File: config.mk
export PLATFORM = sky130hd
export DESIGN_NAME = pdesc_bank
export DESIGN_NICKNAME = d
export VERILOG_FILES = /design/src/rtl/pdesc_pkg.sv /design/src/rtl/pdesc_rst_sync.sv /design/src/rtl/pdesc_wfilter.sv /design/src/rtl/pdesc_regs.sv /design/src/rtl/pdesc_bank.sv
export SDC_FILE = /design/constraint.sdc
export NUM_CORES = 1
export LEC_CHECK = 0
export ABC_AREA = 1
export BUFFER_PORTS_ARGS = -buffer_cell sky130_fd_sc_hd__buf_4
export CAP_MARGIN = 20
export CORE_UTILIZATION = 45
export DETAILED_ROUTE_END_ITERATION = 10
export HOLD_SLACK_MARGIN = 0.08
export SLEW_MARGIN = 20
export SYNTH_ARGS = -nofsm -noshare
export SYNTH_HDL_FRONTEND = slang
export SYNTH_SLANG_ARGS = --single-unit
File: constraint.sdc
create_clock -name clk -period 4 [get_ports clk]
set_input_delay 0.4 -clock clk [delete_from_list [all_inputs] [get_ports clk]]
set_output_delay 0.4 -clock clk [all_outputs]
set_load 0.05 [all_outputs]
File: src/rtl/pdesc_pkg.sv
package pdesc_pkg;
  localparam int DW      = 32;
  localparam int IW      = 3;
  localparam int MW      = 2;
  localparam int LOWB    = 5;   // bound granule bits
  localparam int DBG_LO  = 6;   // lowest bit of debugger fields
  localparam int DBG_HI  = 10;  // highest bit of debugger fields

  localparam logic [MW-1:0] MID_CORE  = 2'd0;
  localparam logic [MW-1:0] MID_DEBUG = 2'd1;

  localparam logic [IW-1:0] IX_LOW    = 3'd0;
  localparam logic [IW-1:0] IX_HIGH   = 3'd1;
  localparam logic [IW-1:0] IX_RIGHTS = 3'd2;
  localparam logic [IW-1:0] IX_CTRL   = 3'd3;
  localparam logic [IW-1:0] IX_ALIAS  = 3'd4;

  localparam logic [DW-1:0] RST_LOW    = 32'h0000_0000;
  localparam logic [DW-1:0] RST_HIGH   = 32'hFFFF_FFFF;
  localparam logic [DW-1:0] RST_RIGHTS = 32'h0061_F7DF;
  localparam logic [DW-1:0] RST_CTRL   = 32'h0000_0001;
endpackage

File: src/rtl/pdesc_rst_sync.sv
module pdesc_rst_sync #(
  parameter int STAGES = 2
) (
  input  logic clk,
  input  logic rst_n,
  output logic rst_sync_n
);
  logic [STAGES-1:0] chain_q;

  always_ff @(posedge clk or negedge rst_n) begin
    if (!rst_n) chain_q <= '0;
    else        chain_q <= {chain_q[STAGES-2:0], 1'b1};
  end

  assign rst_sync_n = chain_q[STAGES-1];
endmodule

File: src/rtl/pdesc_wfilter.sv
module pdesc_wfilter
  import pdesc_pkg::*;
#(
  parameter int P_DW     = DW,
  parameter int P_DBG_LO = DBG_LO,
  parameter int P_DBG_HI = DBG_HI
) (
  input  logic            wr_en,
  input  logic [IW-1:0]   wr_idx,
  input  logic [MW-1:0]   wr_mid,
  output logic            we_low,
  output logic            we_high,
  output logic            we_rights,
  output logic            we_ctrl,
  output logic [P_DW-1:0] rights_mask,
  output logic            masked_nxt
);
  localparam int DBG_W = P_DBG_HI - P_DBG_LO + 1;
  localparam logic [P_DW-1:0] DBG_FIELDS = ((P_DW'(1) << DBG_W) - P_DW'(1)) << P_DBG_LO;

  logic is_dbg, is_core, idx_valid, hit_rights;

  always_comb begin
    is_dbg      = (wr_mid == MID_DEBUG);
    is_core     = (wr_mid == MID_CORE);
    idx_valid   = (wr_idx <= IX_ALIAS);
    hit_rights  = (wr_idx == IX_RIGHTS) || (wr_idx == IX_ALIAS);
    we_low      = wr_en && is_dbg && (wr_idx == IX_LOW);
    we_high     = wr_en && is_dbg && (wr_idx == IX_HIGH);
    we_ctrl     = wr_en && is_dbg && (wr_idx == IX_CTRL);
    we_rights   = wr_en && (is_dbg || is_core) && hit_rights;
    rights_mask = is_dbg ? '1 : ~DBG_FIELDS;
    masked_nxt  = wr_en && !is_dbg && idx_valid;
  end
endmodule

File: src/rtl/pdesc_regs.sv
module pdesc_regs
  import pdesc_pkg::*;
#(
  parameter int P_DW   = DW,
  parameter int P_LOWB = LOWB
) (
  input  logic            clk,
  input  logic            rst_n,
  input  logic            we_low,
  input  logic            we_high,
  input  logic            we_rights,
  input  logic            we_ctrl,
  input  logic [P_DW-1:0] rights_mask,
  input  logic [P_DW-1:0] wdata,
  output logic [P_DW-1:0] low_word,
  output logic [P_DW-1:0] high_word,
  output logic [P_DW-1:0] rights_word,
  output logic [P_DW-1:0] ctrl_word
);
  localparam int UB = P_DW - P_LOWB;

  logic [UB-1:0]   low_q,    low_d;
  logic [UB-1:0]   high_q,   high_d;
  logic [P_DW-1:0] rights_q, rights_d;
  logic [P_DW-1:0] ctrl_q,   ctrl_d;

  always_comb begin
    low_d    = we_low   ? wdata[P_DW-1:P_LOWB] : low_q;
    high_d   = we_high  ? wdata[P_DW-1:P_LOWB] : high_q;
    ctrl_d   = we_ctrl  ? wdata : ctrl_q;
    rights_d = we_rights ? ((rights_q & ~rights_mask) | (wdata & rights_mask)) : rights_q;
  end

  always_ff @(posedge clk or negedge rst_n) begin
    if (!rst_n) begin
      low_q    <= RST_LOW[P_DW-1:P_LOWB];
      high_q   <= RST_HIGH[P_DW-1:P_LOWB];
      rights_q <= RST_RIGHTS;
      ctrl_q   <= RST_CTRL;
    end else begin
      if (we_low)    low_q    <= low_d;
      if (we_high)   high_q   <= high_d;
      if (we_rights) rights_q <= rights_d;
      if (we_ctrl)   ctrl_q   <= ctrl_d;
    end
  end

  assign low_word    = {low_q,  {P_LOWB{1'b0}}};
  assign high_word   = {high_q, {P_LOWB{1'b1}}};
  assign rights_word = rights_q;
  assign ctrl_word   = ctrl_q;

  AST_NO_ENABLE_HOLD: assert property (@(posedge clk) disable iff (!rst_n)
    !(we_low || we_high || we_rights || we_ctrl) |=>
      $stable(low_q) && $stable(high_q) && $stable(rights_q) && $stable(ctrl_q));
endmodule

File: src/rtl/pdesc_bank.sv
module pdesc_bank
  import pdesc_pkg::*;
(
  input  logic          clk,
  input  logic          rst_n,
  input  logic          wr_en,
  input  logic [IW-1:0] wr_idx,
  input  logic [MW-1:0] wr_mid,
  input  logic [DW-1:0] wr_data,
  input  logic [IW-1:0] rd_idx,
  output logic [DW-1:0] rd_data,
  output logic          wr_masked
);
  logic          rst_sync_n;
  logic          we_low, we_high, we_rights, we_ctrl, masked_nxt;
  logic [DW-1:0] rights_mask;
  logic [DW-1:0] low_word, high_word, rights_word, ctrl_word;
  logic          masked_q;

  pdesc_rst_sync #(.STAGES(2)) u_rst (
    .clk(clk), .rst_n(rst_n), .rst_sync_n(rst_sync_n)
  );

  pdesc_wfilter u_filt (
    .wr_en(wr_en), .wr_idx(wr_idx), .wr_mid(wr_mid),
    .we_low(we_low), .we_high(we_high), .we_rights(we_rights), .we_ctrl(we_ctrl),
    .rights_mask(rights_mask), .masked_nxt(masked_nxt)
  );

  pdesc_regs u_regs (
    .clk(clk), .rst_n(rst_sync_n),
    .we_low(we_low), .we_high(we_high), .we_rights(we_rights), .we_ctrl(we_ctrl),
    .rights_mask(rights_mask), .wdata(wr_data),
    .low_word(low_word), .high_word(high_word),
    .rights_word(rights_word), .ctrl_word(ctrl_word)
  );

  always_ff @(posedge clk or negedge rst_sync_n) begin
    if (!rst_sync_n) masked_q <= 1'b0;
    else             masked_q <= masked_nxt;
  end
  assign wr_masked = masked_q;

  always_comb begin
    unique case (rd_idx)
      IX_LOW:              rd_data = low_word;
      IX_HIGH:             rd_data = high_word;
      IX_RIGHTS, IX_ALIAS: rd_data = rights_word;
      IX_CTRL:             rd_data = ctrl_word;
      default:             rd_data = '0;
    endcase
  end

  AST_CORE_BOUNDS_KEPT: assert property (@(posedge clk) disable iff (!rst_sync_n)
    (wr_en && wr_mid == MID_CORE) |=>
      $stable(low_word) && $stable(high_word) && $stable(ctrl_word));
  AST_DBG_FIELDS_LOCKED: assert property (@(posedge clk) disable iff (!rst_sync_n)
    (wr_en && wr_mid != MID_DEBUG) |=> $stable(rights_word[DBG_HI:DBG_LO]));
  AST_OTHER_NO_EFFECT: assert property (@(posedge clk) disable iff (!rst_sync_n)
    (wr_en && wr_mid[1]) |=> $stable(low_word) && $stable(high_word) &&
      $stable(rights_word) && $stable(ctrl_word));
  AST_MASK_PULSE: assert property (@(posedge clk) disable iff (!rst_sync_n)
    (wr_en && wr_mid != MID_DEBUG && wr_idx <= IX_ALIAS) |=> wr_masked);
  AST_MASK_QUIET: assert property (@(posedge clk) disable iff (!rst_sync_n)
    (!wr_en || wr_mid == MID_DEBUG) |=> !wr_masked);
  AST_UNUSED_IDX_HOLD: assert property (@(posedge clk) disable iff (!rst_sync_n)
    (wr_en && wr_idx > IX_ALIAS) |=> $stable(low_word) && $stable(high_word) &&
      $stable(rights_word) && $stable(ctrl_word));
endmodule

==> reports/qor.yml <==
crit_arrival_ns: 2.26
period_minus_slack_ns: 2.66
met3_length_microns: 601
synthAdderAreaFrac: 0
die_h_microns: 114
power.clock.fraction: 0.365
p_int_uw: 2740
antenna_found_initial: 0
overflow: 0
drtIter0Drc: 270
maxUsedRoutingLayer: "met4"
path_common_cell: "buf_4"
wire_per_inst_microns: 14.1
p_seq_frac: 0.437
final_area_sq_mm: 0.00694
worstHoldPathType: "in2reg"
fin_crit_sh: 0.665
core_sq_mm: 0.0122
cp_max_fo: 25
final_max_slew_viol_count: 0
route.detailed.drc: 0
htree_levels: 4
worst_pin_slew_ns: 0.785
p_sw_frac: 0.289
tns_ns: 0
io_buffers: 75
powerDensity_mw_per_mm2: 555
drive_gt1_frac: 0.252
wl_met1_microns: 6250
slowest_delay_ns: 0.59
synth_top_family_by_area: "simple AND/OR/NAND/NOR gates"
critPathBufInv: 4
hold_viol: 0
viasPerCell: 4.89
die_w_microns: 114
start_util: 0.468
max_freq_ghz: 0.376
die_area_sq_mm: 0.0131
cts_tree: "built"
clockBufferDepth: 2
clock_sinks: 121
cts_setup_buffers: 0
outcome: "finished clean"
clock_skew_ns: 0.00507
wl_microns: 13100
synthMuxAreaShare: 0
antenna_cells: 0
synth-seq-cells: 121
syn-instance-count: 675
cap_violations: 0
fin_nets: 787
yosys.area_share.simple: 0.212
clk_latency_ns: 0.41
dr.pass1.iters: 5
ys_seq_area_frac: 0.542
slew_headroom: 0.475
power_frac_comb: 0.198
grt_pass1_wl_microns: 22100
grt_pass1_vias: 4444
cp_top_family: "buffers and inverters"
critPathLaunchType: "input pin"
leakagePower_uw: 0.00338
root_buffer: "clkbuf_16"
hpwl_microns: 8390
place_ws_ns: 1.31
synth_xor_area_frac: 0
ioPinCount: 76
worstSetupPathType: "in2out"
vdd_drop_max_v: 0.000245
grt_max_degree: 55
dr_wl_met2_microns: 5910
track_usage: 0.223
area_growth_pct: 21.9
gp_congestion: 0.785
post-route-util: 0.570
final.setup.worst_slack_ns: 1.34
clkTransAtPathRegs_ns: 0.05
path_cells: "buf_4 > inv_2 > a21oi_1 > nor2_2 > buf_4 > nand2_1 > nand3_1 > buf_4"
synth_warnings: 0
dpl_cell_area_sq_mm: 0.00632
antenna_left: 0
syn_nets: 718
worstSetupEndpointType: "output port"
synth_area_sq_mm: 0.00569
fillers: 1130
finalSetupViolCount: 0
crit_slowest_cell: "nor2_2"
ys_types: 26
rsz0062_at_grt: "false"
synth-compound-area-share: 0.147
p_total_uw: 3850
syn_area_per_cell_sq_um: 8.43
p_sw_uw: 1110
fp-row-count: 40
vias: 4525
numCtsBuffers: 17
required_ns: 3.60
Yosys cell counts, drive strengths merged:
cell type    n  area, sq um
o21a        20          150
nand2      198          751
dfstp       45         1180
buf         28          178
nor3         2         32.5
a21oi        4         20.0
nand3       58          308
conb         1         3.75
dfrtp       76         1900
nor2        24          108
o21ai      116          667
clkbuf       7         27.5
nand4        1         6.26
inv         95          357
worst min-delay path, cell delays in order:
cell     delay (ns)
buf_4          0.10
nand2_2        0.05
o21ai_2        0.04
flip-flops by register name, indices dropped and copies added (netlist names), named ones only:
name                flops
u_rst.chain_q           2
u_regs.rights_word     27
u_regs.high_q          27
u_regs.low_q           27
wr_masked               1
u_regs.ctrl_word       32
final timing paths:
kind / slack, ns / to / startpoint / cells after the start
worst max-delay path: 1.34 / rd_data[10] / rd_idx[1] / 8
worst min-delay path: 0.21 / u_regs.low_q[23] / wr_data[28] / 3
worst max register to register: 2.76 / u_regs.high_q[23] / u_rst.chain_q[1] / 1
worst min register to register: 0.29 / u_regs.low_q[23] / u_rst.chain_q[1] / 0
max in group asynchronous: 2.76 / u_regs.high_q[23] / u_rst.chain_q[1] / 1
min in group asynchronous: 0.29 / u_regs.low_q[23] / u_rst.chain_q[1] / 0
cell usage in the layout, fill, tap and decap left out:
cell,instances
inv_2,2
clkbuf_16,17
nand2_2,3
buf_16,2
clkinv_2,1
o21a_1,20
nor2_2,2
dfrtp_4,1
a21oi_1,4
dfstp_2,45
nand3_1,56
nand3_4,1
buf_4,82
o21ai_2,23
conb_1,1
clkbuf_8,7
nor3_4,2
clkbuf_1,7
nand3_2,1
dlygate4sd3_1,1
o21ai_1,5
nor2_4,2
o21ai_0,88
inv_1,93
dfrtp_1,75
nor2_1,20
nand2_1,195
nand4_1,1
area by class of cell:
class / instances / area, sq um / share of cell area
Tap cell: 168 / 210 / 0.0303
Timing Repair Buffer: 85 / 681 / 0.0981
Clock inverter: 1 / 5.00 / 0.000722
Sequential cell: 121 / 3090 / 0.445
Clock buffer: 31 / 548 / 0.0790
Multi-Input combinational cell: 424 / 2050 / 0.295
Inverter: 95 / 357 / 0.0514
power groups by stage:
| stage | clock, uW | combinational [uW] | sequential, uW |
|---|---|---|---|
| 6_report | 1410 | 763 | 1680 |
| 5_1_grt | 1490 | 851 | 1720 |
| 4_1_cts | 1430 | 769 | 1680 |
| 3_5_place_dp | 0 | 764 | 1700 |
| 3_3_place_gp | 0 | 749 | 1700 |
| 2_1_floorplan | 0 | 556 | 1680 |
logic make-up after synthesis:
family          Yosys count
simple gates            283
compound gates          140
buf+inv                 130
other cells               1
flops                   121
through the flow:
stage	hold slack, ns	cells
2_1_floorplan	0.104	675
3_3_place_gp	0.183	890
3_5_place_dp	0.183	890
4_1_cts	0.197	923
5_1_grt	0.201	925
6_report	0.207	925
layer usage:
layer,vias up,track usage
met3,24,0.0498
li1,2256,-
met1,2127,0.298
met2,118,0.348
met4,0,0.104
met5,-,0
repair_timing:
action | 4_1_cts | 5_1_grt
endpoints found under the setup margin | 0 | 0
hold buffers | 1 | 0
endpoints found under the hold margin | 2 | 0
resized for setup | 0 | 0
Power figures use the tool's default switching activity.
